===== config.mk =====
export PLATFORM = sky130hd
export DESIGN_NAME = pte_guard
export DESIGN_NICKNAME = d
export VERILOG_FILES = /design/src/rtl/pte_guard_pkg.sv /design/src/rtl/pte_perm_eval.sv /design/src/rtl/pte_rc_merge.sv /design/src/rtl/pte_guard.sv
export SDC_FILE = /design/constraint.sdc
export NUM_CORES = 1
export LEC_CHECK = 0
export ABC_AREA = 1
export BUFFER_PORTS_ARGS = -buffer_cell sky130_fd_sc_hd__buf_2
export CAP_MARGIN = 20
export CORE_ASPECT_RATIO = 1.4
export CORE_MARGIN = 1.5
export CORE_UTILIZATION = 46
export DETAILED_ROUTE_END_ITERATION = 10
export PLACE_DENSITY_LB_ADDON = 0.25
export REMOVE_ABC_BUFFERS = 1
export SLEW_MARGIN = 20
export SYNTH_ARGS = -nofsm -noshare
export SYNTH_HDL_FRONTEND = slang
export SYNTH_SLANG_ARGS = --single-unit

===== constraint.sdc =====
create_clock -name clk -period 1.5 [get_ports clk]
set_input_delay 0.3 -clock clk [delete_from_list [all_inputs] [get_ports clk]]
set_output_delay 0.3 -clock clk [all_outputs]
set_load 0.01 [all_outputs]

===== src/rtl/pte_guard_pkg.sv =====
package pte_guard_pkg;

  typedef enum logic [1:0] {
    ACC_READ  = 2'd0,
    ACC_WRITE = 2'd1,
    ACC_EXEC  = 2'd2,
    ACC_ALT   = 2'd3
  } acc_kind_e;

  typedef struct packed {
    logic rd;
    logic wr;
    logic ex;
  } perm_t;

  localparam int REF_POS  = 8;
  localparam int CHG_POS  = 7;
  localparam int ATT_HI   = 5;
  localparam int ATT_LO   = 4;
  localparam int PRIV_POS = 3;
  localparam int RD_POS   = 2;
  localparam int WR_POS   = 1;
  localparam int EX_POS   = 0;
  localparam logic [ATT_HI-ATT_LO:0] ATT_NIO = 2'b11;

  // Permission an access of the given kind needs
  function automatic perm_t need_of(input acc_kind_e k);
    perm_t n;
    n = '0;
    case (k)
      ACC_WRITE: n.wr = 1'b1;
      ACC_EXEC:  n.ex = 1'b1;
      default:   n.rd = 1'b1;
    endcase
    return n;
  endfunction

endpackage


===== src/rtl/pte_perm_eval.sv =====
module pte_perm_eval
  import pte_guard_pkg::*;
#(
  parameter int PTE_W = 64
) (
  input  logic [PTE_W-1:0] entry,
  input  acc_kind_e        kind,
  input  logic             user_mode,
  input  perm_t            mask_perm,
  output perm_t            allowed,
  output logic             guard_hit,
  output logic             prot_hit
);

  perm_t eaa;
  perm_t need;
  logic  priv_pg;
  logic  nio;

  always_comb begin
    eaa     = perm_t'({entry[RD_POS], entry[WR_POS], entry[EX_POS]});
    priv_pg = entry[PRIV_POS];
    nio     = (entry[ATT_HI:ATT_LO] == ATT_NIO);
    need    = need_of(kind);

    if (priv_pg && user_mode) begin
      allowed = '0;
    end else if (user_mode || priv_pg) begin
      allowed = eaa;
    end else begin
      allowed = eaa & mask_perm;
    end

    guard_hit = nio && (kind == ACC_EXEC);
    prot_hit  = !guard_hit && ((need & ~allowed) != '0);
  end

endmodule


===== src/rtl/pte_rc_merge.sv =====
module pte_rc_merge
  import pte_guard_pkg::*;
#(
  parameter int PTE_W = 64
) (
  input  logic [PTE_W-1:0] old_entry,
  input  logic             is_store,
  output logic [PTE_W-1:0] new_entry,
  output logic             differs
);

  always_comb begin
    new_entry          = old_entry;
    new_entry[REF_POS] = 1'b1;
    if (is_store) begin
      new_entry[CHG_POS] = 1'b1;
    end
    differs = (new_entry != old_entry);
  end

endmodule


===== src/rtl/pte_guard.sv =====
module pte_guard
  import pte_guard_pkg::*;
#(
  parameter int PTE_W  = 64,
  parameter int ADDR_W = 48
) (
  input  logic              clk,
  input  logic              rst,
  input  logic              req_valid,
  input  logic [PTE_W-1:0]  pte,
  input  logic [ADDR_W-1:0] pte_addr,
  input  logic [1:0]        acc_type,
  input  logic              problem_state,
  input  logic [2:0]        amr_perm,
  output logic              wr_en,
  output logic [ADDR_W-1:0] wr_addr,
  output logic [PTE_W-1:0]  wr_data,
  input  logic              wr_ack,
  output logic              done,
  output logic [2:0]        grant_perm,
  output logic              fault_guard,
  output logic              fault_prot
);

  typedef enum logic [1:0] {ST_IDLE, ST_EVAL, ST_WRITE} st_e;

  st_e               state;
  logic [PTE_W-1:0]  c_pte;
  logic [ADDR_W-1:0] c_addr;
  acc_kind_e         c_kind;
  logic              c_user;
  perm_t             c_mask;

  perm_t             allowed;
  logic              guard_hit;
  logic              prot_hit;
  logic [PTE_W-1:0]  merged;
  logic              differs;
  logic              is_store;
  perm_t             reported;

  assign is_store = (c_kind == ACC_WRITE);

  pte_perm_eval #(.PTE_W(PTE_W)) u_eval (
    .entry     (c_pte),
    .kind      (c_kind),
    .user_mode (c_user),
    .mask_perm (c_mask),
    .allowed   (allowed),
    .guard_hit (guard_hit),
    .prot_hit  (prot_hit)
  );

  pte_rc_merge #(.PTE_W(PTE_W)) u_merge (
    .old_entry (c_pte),
    .is_store  (is_store),
    .new_entry (merged),
    .differs   (differs)
  );

  always_comb begin
    reported = allowed;
    if (!is_store) begin
      reported.wr = 1'b0;
    end
  end

  always_ff @(posedge clk) begin
    if (rst) begin
      state       <= ST_IDLE;
      c_pte       <= '0;
      c_addr      <= '0;
      c_kind      <= ACC_READ;
      c_user      <= 1'b0;
      c_mask      <= '0;
      wr_en       <= 1'b0;
      wr_addr     <= '0;
      wr_data     <= '0;
      done        <= 1'b0;
      grant_perm  <= '0;
      fault_guard <= 1'b0;
      fault_prot  <= 1'b0;
    end else begin
      done <= 1'b0;
      case (state)
        ST_IDLE: begin
          if (req_valid) begin
            c_pte  <= pte;
            c_addr <= pte_addr;
            c_kind <= acc_kind_e'(acc_type);
            c_user <= problem_state;
            c_mask <= perm_t'(amr_perm);
            state  <= ST_EVAL;
          end
        end
        ST_EVAL: begin
          if (guard_hit || prot_hit) begin
            grant_perm  <= '0;
            fault_guard <= guard_hit;
            fault_prot  <= prot_hit;
            done        <= 1'b1;
            state       <= ST_IDLE;
          end else begin
            grant_perm  <= reported;
            fault_guard <= 1'b0;
            fault_prot  <= 1'b0;
            if (differs) begin
              wr_en   <= 1'b1;
              wr_addr <= c_addr;
              wr_data <= merged;
              state   <= ST_WRITE;
            end else begin
              done  <= 1'b1;
              state <= ST_IDLE;
            end
          end
        end
        ST_WRITE: begin
          if (wr_ack) begin
            wr_en <= 1'b0;
            done  <= 1'b1;
            state <= ST_IDLE;
          end
        end
        default: state <= ST_IDLE;
      endcase
    end
  end

endmodule


==> results.ini <==
[logic_synthesis]
synth-edff-count=0
syn_area_per_cell_sq_um=7.88
yosysSeqAreaShare_pct=56.5
synth.distinct_cells=21
synth_commonest_cells=nor2_1 (454), dfxtp_1 (239), o21ai_0 (196)
synth_top_cell_by_area=dfxtp_1
yosysMostFrequentCell=nor2_1
syn_area_sq_um=8470
synth_top_cell_area_share_pct=56.5
netlist_top_cells_area=dfxtp_1 (56%), nor2_1 (20%), o21ai_0 (12%)
async_flop_share_pct=0
synth-seq-cells=239
synthCells=1075
yosysWarnings=0
ys.flop_type=dfxtp_1

[sta]
layout_setup_ws_ps=-329
tns_ps=-29300
fmax_mhz=547
skew_ps=15.0
drv_slew=0
rsz0062_at_grt=yes
setup_viol=114
hold_violations=0
slew_headroom_pct=77.9
tightest_slew_ps=328
whs_ps=39.5
min_period_ps=1830
fin_crit_sh_pct=122

[drt]
drt-initial-drc-count=535
drt-wirelength-per-cell_um=15.3
num_vias=7950
postRouteAntennaNets=0
firstDrtPassIters=5
drt-vias-per-instance=5.04
drc=0
routed_wl_mm=24.1

[cts]
cts_buffer_depth=3
cts_tree=yes
numCtsBuffers=23
htree_num_levels=1
cts_num_sinks=239
cts_root_buf=clkbuf_16
clkLatencyLatePin_ps=510
clk_pin_slew_worst_paths_ps=60
cts_hold_buf=0

[run_status]
outcome=finished with violations
violations=setup timing

[grt]
gr-max-usage-layer=met2
met1_usage_pct=27.7
met2_usage_pct=41.0
grt_pass1_vias=7240
grt-ovfl-total=0
gr-usage-met3_pct=3.84
track_usage_pct=23.0
grt_max_degree=69
grt_first_pass_wirelength_mm=36.0
antenna_found_initial=4

[critical_path]
cp.arrival_ps=2230
cp-start-kind=register
critPathCaptureType=register
cp.buffers_inverters=6
max_stage_delay_ps=340
path_common_cell=inv_2
crit_path_max_fanout=12
cp_top_family=buffers and inverters
worstSetupPathType=reg -> reg
critical-path-slowest-cell=dfxtp_2
required_ps=1900
worstPathCellList=inv_2, ha_4, inv_2, o21ai_2, nand2_1, inv_2, nand4_4, nor2_4, buf_8, inv_16, clkbuf_16, nor2_1, nor2_1

[placement]
gp_congestion=0.815
dp_hpwl_mm=13.7
place_worst_setup_slack_ps=-340
place_inst=1514
io_buffers=240

[worst_hold_path]
worst_hold_path_type=in -> reg

[floorplanning]
row_count=58
io_pins=241
die-area_sq_um=19300
core_sq_um=18000
die_width_um=118
initial_core_util_pct=47.1
die_h_um=164

[final_layout]
drive_gt1_share_pct=32.9
final_cells=1576
area.growth.synth_to_final_pct=36.2
layout.nets=1450

[pwr]
p_leak_nw=5.53
powerDensity_nw_per_um2=1340
p_total_mw=15.4
irDropWorstVdd_mv=0.955

[run]
cap_viol_max_count=0

[worst register-to-register path, cell delays in order, from the launching register on]
cell	delay, ps
dfxtp_2	340
inv_2	70
ha_4	140
inv_2	40
o21ai_2	100
nand2_1	70
inv_2	70
nand4_4	120
nor2_4	170
buf_8	180
inv_16	70
clkbuf_16	180
nor2_1	120
nor2_1	60
[kinds of logic (layout without fill, tap and decap cells)]
| kind of cell | after synthesis | in the layout | share of synthesized area (%) |
|---|---|---|---|
| AOI/OAI and AO/OA | 249 | 249 | 14.9 |
| adders and majority gates | 5 | 5 | 0.738 |
| other | 0 | 3 | 0 |
| DFF | 239 | 239 | 56.5 |
| buffers and inverters | 95 | 353 | 5.88 |
| and+or+nand+nor | 487 | 487 | 22.1 |
[final timing paths]
path	start	to	slack, ps	cells past startpoint
setup / recovery	c_kind[1]	wr_data[11]	-330	13
hold / removal	pte_addr[45]	c_addr[45]	40	3
setup reg to reg	c_kind[1]	wr_data[11]	-330	13
hold reg to reg	c_mask[1]	c_mask[1]	460	2
[registers in the layout (all words and copies together) (netlist names)]
register     cells
c_kind           2
grant_perm       3
done             1
c_addr          48
fault_prot       1
wr_en            1
c_mask           3
state            2
c_user           1
wr_data         64
wr_addr         48
c_pte           64
fault_guard      1
[repair_timing]
action / 4_1_cts / 5_1_grt
cloned: 9 / 7
buffers inserted: 6 / 2
resized for setup: 62 / 97
endpoints found under the setup margin: 114 / 119
pin swaps: 7 / 5
[metal layers]
metal,vias up,wire length [um]
met5,-,0
met4,0,709
met3,53,1240
met2,232,12100
met1,3731,10000
li1,3934,-
[cells in the final DEF (no fill, tap or decap), drive strengths merged]
cell	instances
nand4	2
ha	5
bufinv	1
o211ai	1
nor2	455
a21oi	14
nand3	3
buf	291
o21a	4
o21ai	230
and3	1
diode	3
clkinv	4
nand2	26
dfxtp	239
clkbuf	34
inv	23
[metrics by stage]
stage	instance area, sq um	utilization [%]
5_1_grt	11500	64.1
4_1_cts	11100	61.8
3_5_place_dp	9970	55.4
3_3_place_gp	9970	55.4
2_1_floorplan	8050	-
6_report	11500	64.1
[report_power, final]
group | leakage (nW) | switching (mW) | total, mW | internal (mW)
Sequential | 1.96 | 0.368 | 7.34 | 6.97
Combinational | 3.23 | 1.47 | 2.60 | 1.14
Clock | 0.346 | 2.37 | 5.47 | 3.11
Total | 5.53 | 4.20 | 15.4 | 11.2
[area by class of cell]
| type | instances | area, sq um |
|---|---|---|
| Clock inverter | 7 | 67.6 |
| Clock buffer | 28 | 624 |
| Timing Repair Buffer | 297 | 2130 |
| Tap cell | 240 | 300 |
| Multi-Input combinational cell | 741 | 3510 |
| Sequential cell | 239 | 4790 |
| Fill cell | 1627 | 6460 |
| Inverter | 20 | 96.3 |
| Antenna cell | 3 | 7.51 |
| Timing Repair inverter | 1 | 11.3 |
Power figures use the tool's default switching activity.
